==> src/rtl/prn_strobe_pkg.sv <==
package prn_strobe_pkg;
  localparam int unsigned IDX_W   = 8;
  localparam int unsigned BYTE_W  = 8;

  // Event produced by the edge detector, consumed by the output stage.
  typedef struct packed {
    logic fire;
    logic ext;
  } xfer_evt_t;
endpackage

==> src/rtl/prn_port_regs.sv <==
module prn_port_regs #(
  parameter int unsigned IDX_W  = 8,
  parameter int unsigned DW     = 8,
  parameter int unsigned PA_IDX = 14,
  parameter int unsigned PB_IDX = 15
) (
  input  logic             clk,
  input  logic             rst,
  input  logic             wr_en,
  input  logic [IDX_W-1:0] wr_idx,
  input  logic [DW-1:0]    wr_data,
  output logic             pa_wr,
  output logic [DW-1:0]    pa_val,
  output logic [DW-1:0]    pb_q
);
  localparam logic [IDX_W-1:0] PA_SEL = IDX_W'(PA_IDX);
  localparam logic [IDX_W-1:0] PB_SEL = IDX_W'(PB_IDX);

  logic pb_wr;

  // Full-width compare: aliases above the register range never match.
  always_comb begin
    pa_wr  = wr_en && (wr_idx == PA_SEL);
    pb_wr  = wr_en && (wr_idx == PB_SEL);
    pa_val = wr_data;
  end

  always_ff @(posedge clk) begin
    if (rst)        pb_q <= '0;
    else if (pb_wr) pb_q <= wr_data;
  end
endmodule

==> src/rtl/prn_edge_detect.sv <==
module prn_edge_detect
  import prn_strobe_pkg::*;
#(
  parameter int unsigned DW      = 8,
  parameter int unsigned STB_BIT = 5
) (
  input  logic          clk,
  input  logic          rst,
  input  logic          pa_wr,
  input  logic [DW-1:0] pa_val,
  input  logic          print_en,
  input  logic          ext_machine,
  output xfer_evt_t     evt
);
  logic prev_stb;

  // The remembered strobe tracks every port A write, printing or not.
  always_ff @(posedge clk) begin
    if (rst)        prev_stb <= 1'b0;
    else if (pa_wr) prev_stb <= pa_val[STB_BIT];
  end

  always_comb begin
    evt.fire = pa_wr && print_en && prev_stb && !pa_val[STB_BIT];
    evt.ext  = ext_machine;
  end
endmodule

==> src/rtl/prn_pulse_out.sv <==
module prn_pulse_out
  import prn_strobe_pkg::*;
#(
  parameter int unsigned DW = 8
) (
  input  logic          clk,
  input  logic          rst,
  input  xfer_evt_t     evt,
  input  logic [DW-1:0] pb_q,
  output logic [DW-1:0] byte_out,
  output logic          byte_valid,
  output logic          busy_irq,
  output logic          ack_irq
);
  always_ff @(posedge clk) begin
    if (rst) begin
      byte_out   <= '0;
      byte_valid <= 1'b0;
      busy_irq   <= 1'b0;
      ack_irq    <= 1'b0;
    end else begin
      byte_valid <= evt.fire;
      busy_irq   <= evt.fire;
      ack_irq    <= evt.fire && evt.ext;
      if (evt.fire) byte_out <= pb_q;
    end
  end
endmodule

==> src/rtl/prn_drive_ind.sv <==
module prn_drive_ind #(
  parameter int unsigned DW    = 8,
  parameter int unsigned N_DRV = 2,
  parameter int unsigned BASE  = 1
) (
  input  logic             clk,
  input  logic             rst,
  input  logic             pa_wr,
  input  logic [DW-1:0]    pa_val,
  output logic [N_DRV-1:0] drv_on
);
  // One registered active-low decode per drive bit.
  for (genvar g = 0; g < N_DRV; g++) begin : g_drv
    always_ff @(posedge clk) begin
      if (rst)        drv_on[g] <= 1'b0;
      else if (pa_wr) drv_on[g] <= ~pa_val[BASE + g];
    end
  end
endmodule

==> src/rtl/prn_strobe_decoder.sv <==
module prn_strobe_decoder
  import prn_strobe_pkg::*;
#(
  parameter int unsigned IDX_W   = prn_strobe_pkg::IDX_W,
  parameter int unsigned DW      = prn_strobe_pkg::BYTE_W,
  parameter int unsigned PA_IDX  = 14,
  parameter int unsigned PB_IDX  = 15,
  parameter int unsigned STB_BIT = 5,
  parameter int unsigned DRV_LSB = 1
) (
  input  logic             clk,
  input  logic             rst,
  input  logic             wr_en,
  input  logic [IDX_W-1:0] wr_idx,
  input  logic [DW-1:0]    wr_data,
  input  logic             print_en,
  input  logic             ext_machine,
  output logic [DW-1:0]    byte_out,
  output logic             byte_valid,
  output logic             busy_irq,
  output logic             ack_irq,
  output logic             drive_a_on,
  output logic             drive_b_on
);
  localparam int unsigned N_DRV = 2;

  logic             pa_wr;
  logic [DW-1:0]    pa_val;
  logic [DW-1:0]    pb_q;
  xfer_evt_t        evt;
  logic [N_DRV-1:0] drv_on;

  prn_port_regs #(.IDX_W(IDX_W), .DW(DW), .PA_IDX(PA_IDX), .PB_IDX(PB_IDX)) u_regs (
    .clk(clk), .rst(rst), .wr_en(wr_en), .wr_idx(wr_idx), .wr_data(wr_data),
    .pa_wr(pa_wr), .pa_val(pa_val), .pb_q(pb_q)
  );

  prn_edge_detect #(.DW(DW), .STB_BIT(STB_BIT)) u_edge (
    .clk(clk), .rst(rst), .pa_wr(pa_wr), .pa_val(pa_val),
    .print_en(print_en), .ext_machine(ext_machine), .evt(evt)
  );

  prn_pulse_out #(.DW(DW)) u_out (
    .clk(clk), .rst(rst), .evt(evt), .pb_q(pb_q),
    .byte_out(byte_out), .byte_valid(byte_valid),
    .busy_irq(busy_irq), .ack_irq(ack_irq)
  );

  prn_drive_ind #(.DW(DW), .N_DRV(N_DRV), .BASE(DRV_LSB)) u_drv (
    .clk(clk), .rst(rst), .pa_wr(pa_wr), .pa_val(pa_val), .drv_on(drv_on)
  );

  assign drive_a_on = drv_on[0];
  assign drive_b_on = drv_on[1];
endmodule

==> config.mk <==
export PLATFORM = sky130hd
export DESIGN_NAME = prn_strobe_decoder
export DESIGN_NICKNAME = d
export VERILOG_FILES = /design/src/rtl/prn_strobe_pkg.sv /design/src/rtl/prn_port_regs.sv /design/src/rtl/prn_edge_detect.sv /design/src/rtl/prn_pulse_out.sv /design/src/rtl/prn_drive_ind.sv /design/src/rtl/prn_strobe_decoder.sv
export SDC_FILE = /design/constraint.sdc
export NUM_CORES = 1
export LEC_CHECK = 0
export BUFFER_PORTS_ARGS = -buffer_cell sky130_fd_sc_hd__buf_2
export CAP_MARGIN = 20
export CELL_PAD_IN_SITES_DETAIL_PLACEMENT = 1
export CELL_PAD_IN_SITES_GLOBAL_PLACEMENT = 1
export CORE_UTILIZATION = 32
export DETAILED_ROUTE_END_ITERATION = 10
export PLACE_DENSITY_LB_ADDON = 0.1
export SLEW_MARGIN = 25
export SYNTH_ARGS = -nofsm -noshare
export SYNTH_HDL_FRONTEND = slang
export SYNTH_SLANG_ARGS = --single-unit
==> constraint.sdc <==
create_clock -name clk -period 1.1 [get_ports clk]
set_input_delay 0.055 -clock clk [delete_from_list [all_inputs] [get_ports clk]]
set_output_delay 0.055 -clock clk [all_outputs]
set_load 0.02 [all_outputs]
### Word-level counts from Yosys, hierarchy flattened

Cells that the tools add are included.

* bits in registers: 21
* output and inout port bits: 13
* logic and storage cells: 18
* input bits: 21

* equal/unequal tests: 2
* reduce and logical (&&, ||, !) cells: 7
* bitwise gates (word level): 2

Operators by type and width (number)
* $eq 8x4->1 const B: 2
* $logic_and 1x1->1: 6
* $not 1->1: 2
* $logic_not 1->1: 1

### Depth between registers and ports, before layout

Gate-level depths: netlist (run 1).

* depth in word-level cells: 6
* gate-level depth with buffers: 4
* depth with buffers taken out: 3

### By module

From an unflattened synthesis (run 1), not the netlist that was laid out.

* cells, all modules: 89
* area total of the unflattened synthesis: 932.1 µm²

By module, submodules not included
* prn_port_regs: area an instance 462.9 µm², seq. area each 160.2 µm², cells an instance 47, times used 1
* prn_pulse_out: area an instance 354.1 µm², seq. area each 200.2 µm², cells an instance 31, times used 1
* prn_drive_ind: area an instance 62.6 µm², seq. area each 40.0 µm², cells an instance 6, times used 1
* prn_edge_detect: area an instance 52.6 µm², seq. area each 20.0 µm², cells an instance 5, times used 1

### Least setup slack after synthesis (run 1)

OpenSTA, ideal clock, no wires.

* path kind: register to register
* start: register u_edge.prev_stb
* end: register u_out.byte_out[0]
* required time: 0.981 ns
* arrival: 0.948 ns
* path buffers: 1
* setup time: 0.119 ns
* stages on the path, launching flop included: 5
* setup slack: 0.033 ns
* cells stage by stage: dfxtp_1 > and4bb_2 > and3_2 > buf_2 > mux2i_1

* longest elaborated chain between the ends: 2

Ends and longest elaborated chain
* start, declared: RTL line prn_edge_detect.sv:15 `logic prev_stb;`
* start signal, assigned: RTL line prn_edge_detect.sv:20 `else if (pa_wr) prev_stb <= pa_val[STB_BIT];`
* $logic_and 1x1->1 (2 in series): RTL line prn_edge_detect.sv:24 `evt.fire = pa_wr && print_en && prev_stb && !pa_val[STB_BIT];`
* end signal, assigned: RTL line prn_pulse_out.sv:25 `if (evt.fire) byte_out <= pb_q;`
* end, declared: RTL line prn_pulse_out.sv:10 `output logic [DW-1:0] byte_out,`

No other way between the ends.
A chain may end at the register's enable or synchronous reset.

### Final worst setup path (run 1)

* start: register u_edge.prev_stb
* end: register u_out.byte_out[2]

The elaborated chain is that of the path after synthesis.

==> results of run 1 <==
==> metal layers <==
layer | part of all wire (%) | routed length (µm) | vias up | global-route usage [%]
met1 | 45 | 838 | 344 | 15.46
met5 | 0 | 0 | - | 0
met4 | 0.48 | 9 | 0 | 2.143
met3 | 4.4 | 82 | 2 | 5.349
li1 | - | - | 370 | -
met2 | 50 | 933 | 16 | 21.34
==> per-stage QoR <==
stage / setup WS (ns) / util, %
after floorplan: 0.03281 / -
after global placement: -0.06769 / 41.46
after detailed placement: -0.09535 / 41.46
after CTS: 0.004702 / 45.08
after global routing: -0.04236 / 45.54
final: 0.01687 / 45.54
==> worst max path at each step <==
| stage | end | slack, ns |
|---|---|---|
| after detailed placement | u_out.ack_irq$_SDFF_PP0_ | -0.1 |
| after CTS | u_out.byte_out[2]$_SDFFE_PP0P_ | 0.005 |
| after floorplan | u_out.byte_out[0]$_SDFFE_PP0P_ | 0.03 |
| after global routing | u_out.byte_out[1]$_SDFFE_PP0P_ | -0.04 |
| final | u_out.byte_out[2]$_SDFFE_PP0P_ | 0.02 |
| after global placement | u_drv.drv_on[1]$_SDFFE_PP0P_ | -0.07 |
==> what timing repair did <==
item	CTS	global route
pin swaps	1	1
resized for setup	3	1
endpoints found under the hold margin	6	0
endpoints found under the setup margin	9	6
hold buffers	6	0
setup buffers	0	1
==> final cells by class <==
cell class / count / area (µm²) / area share, %
multi-input cells: 57 / 480.5 / 38.59
flip-flops and latches: 21 / 421.7 / 33.87
repair buffers: 46 / 277.8 / 22.31
well taps: 31 / 38.79 / 3.116
clock buffers: 4 / 26.28 / 2.111
==> power by group <==
group	total (mW)	leakage, nW	switching [mW]	internal [mW]
registers	0.761	0.170	0.000168	0.760
clock network	0.367	0.0150	0.225	0.141
logic	0.107	0.377	0.0397	0.0670
total	1.23	0.562	0.265	0.969
==> cells in the final DEF, fill, tap and decap left out <==
cell            n
buf_4           7
clkbuf_4        3
nand3_4         1
dlygate4sd3_1   6
and3_1          1
and4bb_2        1
nor2_1          3
and4_1          1
clkbuf_1        1
nor4_4          1
mux2i_1        17
dfxtp_2         1
nor3b_2         1
nand2b_1       25
mux2_4          2
and3b_2         1
and3_4          1
dfxtp_1        20
buf_2          33
nor2b_1         2
==> flip-flops by register name (all words and copies together), names as in the netlist <==
| signal | cells |
|---|---|
| u_drv.drv_on | 2 |
| u_edge.prev_stb | 1 |
| u_out.ack_irq | 1 |
| u_out.byte_out | 8 |
| u_out.byte_valid | 1 |
| u_regs.pb_q | 8 |
==> kinds of logic after synthesis <==
kind of cell | share of synthesized area (%)
buffers and inverters | 3.809
muxes | 21.77
and+or+nand+nor | 28.71
DFF | 45.71
==> critical path, stage by stage, from the launching register on <==
cell,delay (ns)
dfxtp_2,0.34
and4bb_2,0.28
and3_4,0.23
mux2i_1,0.18
==> results.sh, run 1 <==
export IMPL_netlist_area_um2=919.6
export IMPL_drt_first_pass_iters=3
export IMPL_final_nets=150
export IMPL_synth_edf_count=0
export IMPL_drive_above_1_share_pct=40.63
export IMPL_netlist_instances=84
export IMPL_drt_iter0_markers=2
export IMPL_ios=34
export IMPL_initial_core_util_pct=33.64
export IMPL_endpoint_kind="flop"
export IMPL_critPathKind="flop to flop"
export IMPL_tightest_slew_ns=0.3181
export IMPL_antenna_found_initial=0
export IMPL_vdd_drop_max_uv=1100
export IMPL_p_leak_nw=0.5619
export IMPL_coreArea_um2=2734
export IMPL_placed_area_um2=1134
export IMPL_rr_startpoint="u_edge.prev_stb$_SDFFE_PP0P_"
export IMPL_synth_area_top_cells="dfxtp_1 46%, mux2i_1 19%, nand2b_1 17%, mux2_4 3.3%, nor4_4 2.3%"
export IMPL_worstHoldEndpoint="u_regs.pb_q[7]$_SDFFE_PP0P_"
export IMPL_drcViolationCount=0
export IMPL_yosys_area_top_type_share_pct=45.71
export IMPL_rsz0062_at_grt="true"
export IMPL_worst_clock_skew_ns=0.003030
export IMPL_overflow=0
export IMPL_area_delta_synth_final_pct=35.37
export IMPL_r2r_end="u_out.byte_out[2]$_SDFFE_PP0P_"
export IMPL_cts_sinks=21
export IMPL_clock_fmax_ghz=0.9233
export IMPL_syn_avg_cell_area_um2=10.95
export IMPL_reg2reg_depth=3
export IMPL_fin_crit_sh_pct=98.47
export IMPL_hold_start="wr_data[7]"
export IMPL_ant_nets=0
export IMPL_synth_seq_cells=21
export IMPL_path_max_fanout=3
export IMPL_ys_async_sr_fraction_pct=0
export IMPL_setup_worst_path_start="u_edge.prev_stb$_SDFFE_PP0P_"
export IMPL_dp_cells=148
export IMPL_fin_crit_ns=1.083
export IMPL_start_kind="flop"
export IMPL_yosys_warnings=0
export IMPL_cp_arrival_ns=1.32
export IMPL_diodes=0
export IMPL_vias=732
export IMPL_min_path_cells=3
export IMPL_globalRouteTotalUtil_pct=12.73
export IMPL_p_per_area_nw_per_um2=991.1
export IMPL_final_area_um2=1245
export IMPL_cts_tree="yes"
export IMPL_insertion_delay_ns=0.30
export IMPL_hpwl_mm=1.401
export IMPL_synth_distinct_cells=18
export IMPL_clkTransAtPathRegs_ns=0.11
export IMPL_finalHoldViolCount=0
export IMPL_numPortBuffers=33
export IMPL_drt_wl_total_mm=1.863
export IMPL_p_total_mw=1.234
export IMPL_wl_per_cell_um=11.72
export IMPL_row_count=19
export IMPL_min_path_type="input pin to flop"
export IMPL_synth_most_common_cell="nand2b_1"
export IMPL_ys_seq_area_share_pct=45.71
export IMPL_grt_pass1_wl_mm=3.091
export IMPL_die_h_um=55.61
export IMPL_required_ns=1.34
export IMPL_yosys_top_cells_count="25 x nand2b_1, 21 x dfxtp_1, 17 x mux2i_1"
export IMPL_rrSetupSlack_ns=0.02
export IMPL_die_area_um2=3092
export IMPL_dieWidth_um=55.61
export IMPL_clockBufferDepth=2
export IMPL_fillers=332
export IMPL_grt_pass1_vias=721
export IMPL_status="complete, no violations"
export IMPL_fin_cells=159
export IMPL_cts_root_buffer="clkbuf_4"
export IMPL_slew_viol_final=0
export IMPL_viasPerCell=4.604
export IMPL_synth_largest_area_cell="dfxtp_1"
export IMPL_cts_buffers=3
export IMPL_cap_viol_max_count=0
export IMPL_hold_ws_ns=0.009847
export IMPL_grt_max_degree=21
export IMPL_ys_flop_type="dfxtp_1"
export IMPL_setup_violations=0
export IMPL_synth_nets=105
export IMPL_relSlewSlack_pct=78.80
export IMPL_htreeDepth=1
export IMPL_gp_congestion=0.6805
export IMPL_tns_ns=0
Note: power is estimated with default switching activity, not from simulation.
==> run 2: changes to the inputs <==
Settings changed: CTS_CLUSTER_DIAMETER from default to 80, GPL_TIMING_DRIVEN from default to 0, PLACE_DENSITY from default to 0.84, PLACE_DENSITY_LB_ADDON 0.1 to default.
==> run 2 against run 1 <==
Net effect: maximum frequency rose by 1.9%; utilization fell by 1.6 points; worst hold slack improved by 0.0040 ns; critical endpoint unchanged.
==> results.sh, run 2 (synthesis results as in run 1) <==
export IMPL_gp_congestion=0.7051
export IMPL_final_area_um2=1201
export IMPL_slew_viol_final=0
export IMPL_cts_root_buffer="clkbuf_4"
export IMPL_drt_first_pass_iters=4
export IMPL_finalHoldViolCount=0
export IMPL_fin_crit_ns=1.063
export IMPL_drive_above_1_share_pct=37.90
export IMPL_min_path_type="input pin to flop"
export IMPL_drt_wl_total_mm=2.095
export IMPL_dp_cells=148
export IMPL_postCtsSetupRepairBufs=0
export IMPL_slowest_stage="dfxtp_2"
export IMPL_required_ns=1.35
export IMPL_area_delta_synth_final_pct=30.61
export IMPL_vdd_drop_max_uv=1132
export IMPL_coreArea_um2=2734
export IMPL_p_leak_nw=0.5334
export IMPL_clockBufferDepth=2
export IMPL_fin_cells=156
export IMPL_cap_viol_max_count=0
export IMPL_tightest_slew_ns=0.3771
export IMPL_crit_path_max_incr_delay_ns=0.34
export IMPL_path_max_fanout=3
export IMPL_rsz0062_at_grt="true"
export IMPL_antenna_found_initial=1
export IMPL_fin_crit_sh_pct=96.63
export IMPL_p_per_area_nw_per_um2=1027
export IMPL_ant_nets=0
export IMPL_die_area_um2=3092
export IMPL_final_nets=146
export IMPL_cts_buffers=3
export IMPL_status="complete, no violations"
export IMPL_cp_arrival_ns=1.31
export IMPL_placed_area_um2=1124
export IMPL_globalRouteTotalUtil_pct=15.18
export IMPL_clkTransAtPathRegs_ns=0.12
export IMPL_cpLargestDelayFamily="simple AND/OR/NAND/NOR gates"
export IMPL_start_kind="flop"
export IMPL_p_total_mw=1.234
export IMPL_worst_clock_skew_ns=0.007838
export IMPL_viasPerCell=4.769
export IMPL_dieWidth_um=55.61
export IMPL_drcViolationCount=0
export IMPL_grt_max_degree=13
export IMPL_htreeDepth=1
export IMPL_ios=34
export IMPL_critPathKind="flop to flop"
export IMPL_cp_cell_sequence="and4bb_2 -> and3_4 -> mux2i_1"
export IMPL_relSlewSlack_pct=74.86
export IMPL_grt_pass1_vias=774
export IMPL_grt_pass1_wl_mm=3.539
export IMPL_biggestRegsByFlops="u_out.byte_out (8), u_regs.pb_q (8), u_drv.drv_on (2)"
export IMPL_clock_fmax_ghz=0.9408
export IMPL_hold_ws_ns=0.01387
export IMPL_final_util_pct=43.94
export IMPL_cts_sinks=21
export IMPL_cts_tree="yes"
export IMPL_insertion_delay_ns=0.30
export IMPL_drt_iter0_markers=15
export IMPL_row_count=19
export IMPL_layout_commonest_cell="buf_2"
export IMPL_numPortBuffers=33
export IMPL_overflow=0
export IMPL_hpwl_mm=1.484
export IMPL_wl_per_cell_um=13.43
export IMPL_vias=744
export IMPL_initial_core_util_pct=33.64
export IMPL_endpoint_kind="flop"
export IMPL_crit_buf_inv=0
export IMPL_setup_violations=0
export IMPL_mostFrequentLayoutCells="33 x buf_2, 25 x nand2b_1, 20 x dfxtp_1"
export IMPL_die_h_um=55.61
run 2: cell count changes in the layout (fill, tap and decap cells not counted), sizes merged:
cell	previous run	this run
buf	40	35
clkbuf	4	6
dlygate4sd3	6	4
clkinv	0	1
diode	0	1
run 2: worst reg2reg max path, stage by stage (launching register included):
cell and delay, ns:
dfxtp_2 0.34, and4bb_2 0.27, and3_4 0.23, mux2i_1 0.18
run 2: repair_timing:
action,in CTS,in global routing
hold buffers,4,0
resized for setup,3,0
endpoints found under the setup margin,9,6
pin swaps,0,1
endpoints found under the hold margin,4,0
run 2: per-layer routing:
| metal | wire [µm] | global-route usage [%] | vias up |
|---|---|---|---|
| met5 | 0 | 0 | - |
| met4 | 68 | 8.929 | 0 |
| met3 | 102 | 5.814 | 6 |
| met2 | 1113 | 26.16 | 20 |
| met1 | 810 | 15.54 | 355 |
| li1 | - | - | 363 |
run 2: final timing paths:
kind                                                     start                             end  slack [ns]  cells past startpoint
worst max register to register    u_edge.prev_stb$_SDFFE_PP0P_  u_out.byte_out[2]$_SDFFE_PP0P_        0.04                      3
worst min register to register  u_out.byte_out[4]$_SDFFE_PP0P_  u_out.byte_out[4]$_SDFFE_PP0P_        0.49                      2
worst min-delay path                                wr_data[6]     u_regs.pb_q[6]$_SDFFE_PP0P_        0.01                      3
worst max-delay path              u_edge.prev_stb$_SDFFE_PP0P_  u_out.byte_out[2]$_SDFFE_PP0P_        0.04                      3
run 2: through the flow:
step / setup WS, ns / setup TNS [ns]
2_1_floorplan: 0.03281 / 0
3_3_place_gp: -0.1151 / -0.3855
3_5_place_dp: -0.1369 / -0.9225
4_1_cts: 0.01103 / 0
5_1_grt: -0.02285 / -0.06753
6_report: 0.03708 / 0
run 2: cell type report:
class	count	area, µm²
diodes	1	2.502
plain buffers	5	30.03
clock buffers	3	22.52
clock inverters	1	5.005
fillers	333	1533
multi-input cells	57	475.5
flip-flops and latches	21	421.7
well taps	31	38.79
repair buffers	37	205.2
run 2: report_power, final:
part / internal, mW / switching (mW) / leakage [nW]
Sequential: 0.761 / 0.000157 / 0.170
Combinational: 0.0590 / 0.0434 / 0.346
Clock: 0.136 / 0.235 / 0.0177
==> run 3: changes to the inputs <==
Settings changed: CORE_MARGIN from default to 2, REMOVE_ABC_BUFFERS from default to 1.
==> run 3 against run 2 <==
Net effect: the run now ends with negative setup slack left; global-route usage is 1.6 points lower; first-iteration DRC count is 13% lower; via count is 5.6% lower; sequential cell count stayed put; non-clock buffer count is 3 lower; final area is 0.52% lower; sequential power hardly changed; power is 0.41% higher; routed wire length is 3.8% lower; count of clock-buffer cells in the layout stayed put; utilization is 0.23 points lower; largest cell class unchanged.
==> results.sh, run 3 (synthesis results as in run 1) <==
export IMPL_dp_cells=142
export IMPL_diodes=0
export IMPL_biggestRegsByFlops="u_out.byte_out (8), u_regs.pb_q (8), u_drv.drv_on (2)"
export IMPL_worst_clock_skew_ns=0.002714
export IMPL_grt_max_degree=32
export IMPL_min_path_type="input pin to flop"
export IMPL_cp_arrival_ns=1.36
export IMPL_cts_buffers=3
export IMPL_cts_sinks=21
export IMPL_p_per_area_nw_per_um2=1037
export IMPL_clock_fmax_ghz=0.8945
export IMPL_clockBufferDepth=2
export IMPL_clkTransAtPathRegs_ns=0.12
export IMPL_fin_crit_sh_pct=101.6
export IMPL_ant_nets=0
export IMPL_timing_final_ws_setup_ns=-0.01795
export IMPL_wl_per_cell_um=13.26
export IMPL_setup_violations=2
export IMPL_mostFrequentLayoutCells="33 x buf_2, 25 x nand2b_1, 20 x dfxtp_1"
export IMPL_wl_met1_um=866
export IMPL_hold_ws_ns=0.01593
export IMPL_path_max_fanout=3
export IMPL_drt_first_pass_iters=3
export IMPL_area_delta_synth_final_pct=29.93
export IMPL_row_count=19
export IMPL_drt_iter0_markers=13
export IMPL_dp_worst_setup_slack_ns=-0.3030
export IMPL_initial_core_util_pct=33.64
export IMPL_die_h_um=57.61
export IMPL_placed_area_um2=1089
export IMPL_relSlewSlack_pct=73.25
export IMPL_hpwl_mm=1.399
export IMPL_wl_met3_um=63
export IMPL_drive_above_1_share_pct=38.84
export IMPL_route_met2_wl_mm=1.036
export IMPL_dieWidth_um=57.61
export IMPL_coreArea_um2=2734
export IMPL_postCtsSetupRepairBufs=0
export IMPL_numPortBuffers=33
export IMPL_violations="negative setup slack"
export IMPL_fillers=321
export IMPL_routed_top_layer="met4"
export IMPL_cap_viol_max_count=0
export IMPL_drcViolationCount=0
export IMPL_p_leak_nw=0.5273
export IMPL_required_ns=1.34
export IMPL_fin_cells=152
export IMPL_layout_commonest_cell="buf_2"
export IMPL_start_kind="flop"
export IMPL_crit_path_max_incr_delay_ns=0.34
export IMPL_overflow=0
export IMPL_cts_root_buffer="clkbuf_4"
export IMPL_viasPerCell=4.618
export IMPL_critPathKind="flop to flop"
export IMPL_tightest_slew_ns=0.4012
export IMPL_grt_pass1_wl_mm=3.332
export IMPL_final_area_um2=1195
export IMPL_vdd_drop_max_uv=706.5
export IMPL_antenna_found_initial=0
export IMPL_htreeDepth=1
export IMPL_die_area_um2=3319
export IMPL_fin_crit_ns=1.118
export IMPL_vias=702
export IMPL_final_nets=143
export IMPL_cp_cell_sequence="and4bb_2 -> and3_4 -> mux2i_1"
export IMPL_endpoint_kind="flop"
export IMPL_slowest_stage="dfxtp_2"
export IMPL_status="complete, but fails checks"
export IMPL_insertion_delay_ns=0.30
export IMPL_cts_tree="yes"
export IMPL_gp_congestion=0.7447
export IMPL_finalHoldViolCount=0
export IMPL_ios=34
export IMPL_slew_viol_final=0
export IMPL_globalRouteTotalUtil_pct=13.59
export IMPL_grt_pass1_vias=747
export IMPL_drt_wl_total_mm=2.015
export IMPL_rsz0062_at_grt="true"
export IMPL_final_util_pct=43.71
==> run 3: cell types whose count changed in the layout (fill, tap and decap cells not counted), sizes merged <==
cell,previous run,this run
diode,1,0
clkbuf,6,3
dlygate4sd3,4,6
buf,35,33
==> run 3: path summary, 6_finish.rpt <==
path	startpoint	cells after the start	to	slack, ns
worst min register to register	u_edge.prev_stb$_SDFFE_PP0P_	2	u_edge.prev_stb$_SDFFE_PP0P_	0.48
worst min-delay path	wr_data[7]	3	u_regs.pb_q[7]$_SDFFE_PP0P_	0.02
worst max register to register	u_edge.prev_stb$_SDFFE_PP0P_	3	u_out.byte_out[1]$_SDFFE_PP0P_	-0.02
worst max-delay path	u_edge.prev_stb$_SDFFE_PP0P_	3	u_out.byte_out[1]$_SDFFE_PP0P_	-0.02
==> run 3: through the flow <==
stage	TNS, ns	power (mW)
6_report	-0.02472	1.239
3_3_place_gp	-2.293	0.8585
5_1_grt	-0.1756	1.313
2_1_floorplan	0	0.8071
4_1_cts	-0.01763	1.256
3_5_place_dp	-2.606	0.8605
==> run 3: area by class of cell <==
type / count / area (µm²) / share of cell area, %
multi-input cells: 57 / 481.7 / 40.31
flip-flops and latches: 21 / 421.7 / 35.29
repair buffers: 39 / 225.2 / 18.85
well taps: 31 / 38.79 / 3.246
clock buffers: 3 / 22.52 / 1.885
clock inverters: 1 / 5.005 / 0.4188
==> run 3: critical path, delay by kind of cell (launching register included) <==
family,cells,cell delay [ns]
multiplexers,1,0.19
AND/OR/NAND/NOR,2,0.52
flip-flops,1,0.34
==> run 3: layer usage <==
layer,global-route usage [%],vias up
li1,-,350
met1,15.29,332
met2,23.38,16
met3,2.232,4
met4,9.302,0
met5,0,-
==> run 3: power breakdown <==
| part | switching, mW | total [mW] | internal [mW] |
|---|---|---|---|
| clock | 0.242 | 0.378 | 0.136 |
| combinational | 0.0391 | 0.100 | 0.0614 |
| sequential | 0.000156 | 0.761 | 0.761 |
==> run 3: what timing repair did <==
item                                    4_1_cts  5_1_grt
cloned                                        0        0
pin swaps                                     0        1
hold buffers                                  5        1
resized for setup                             3        2
endpoints found under the hold margin         5        1
endpoints found under the setup margin        8        9
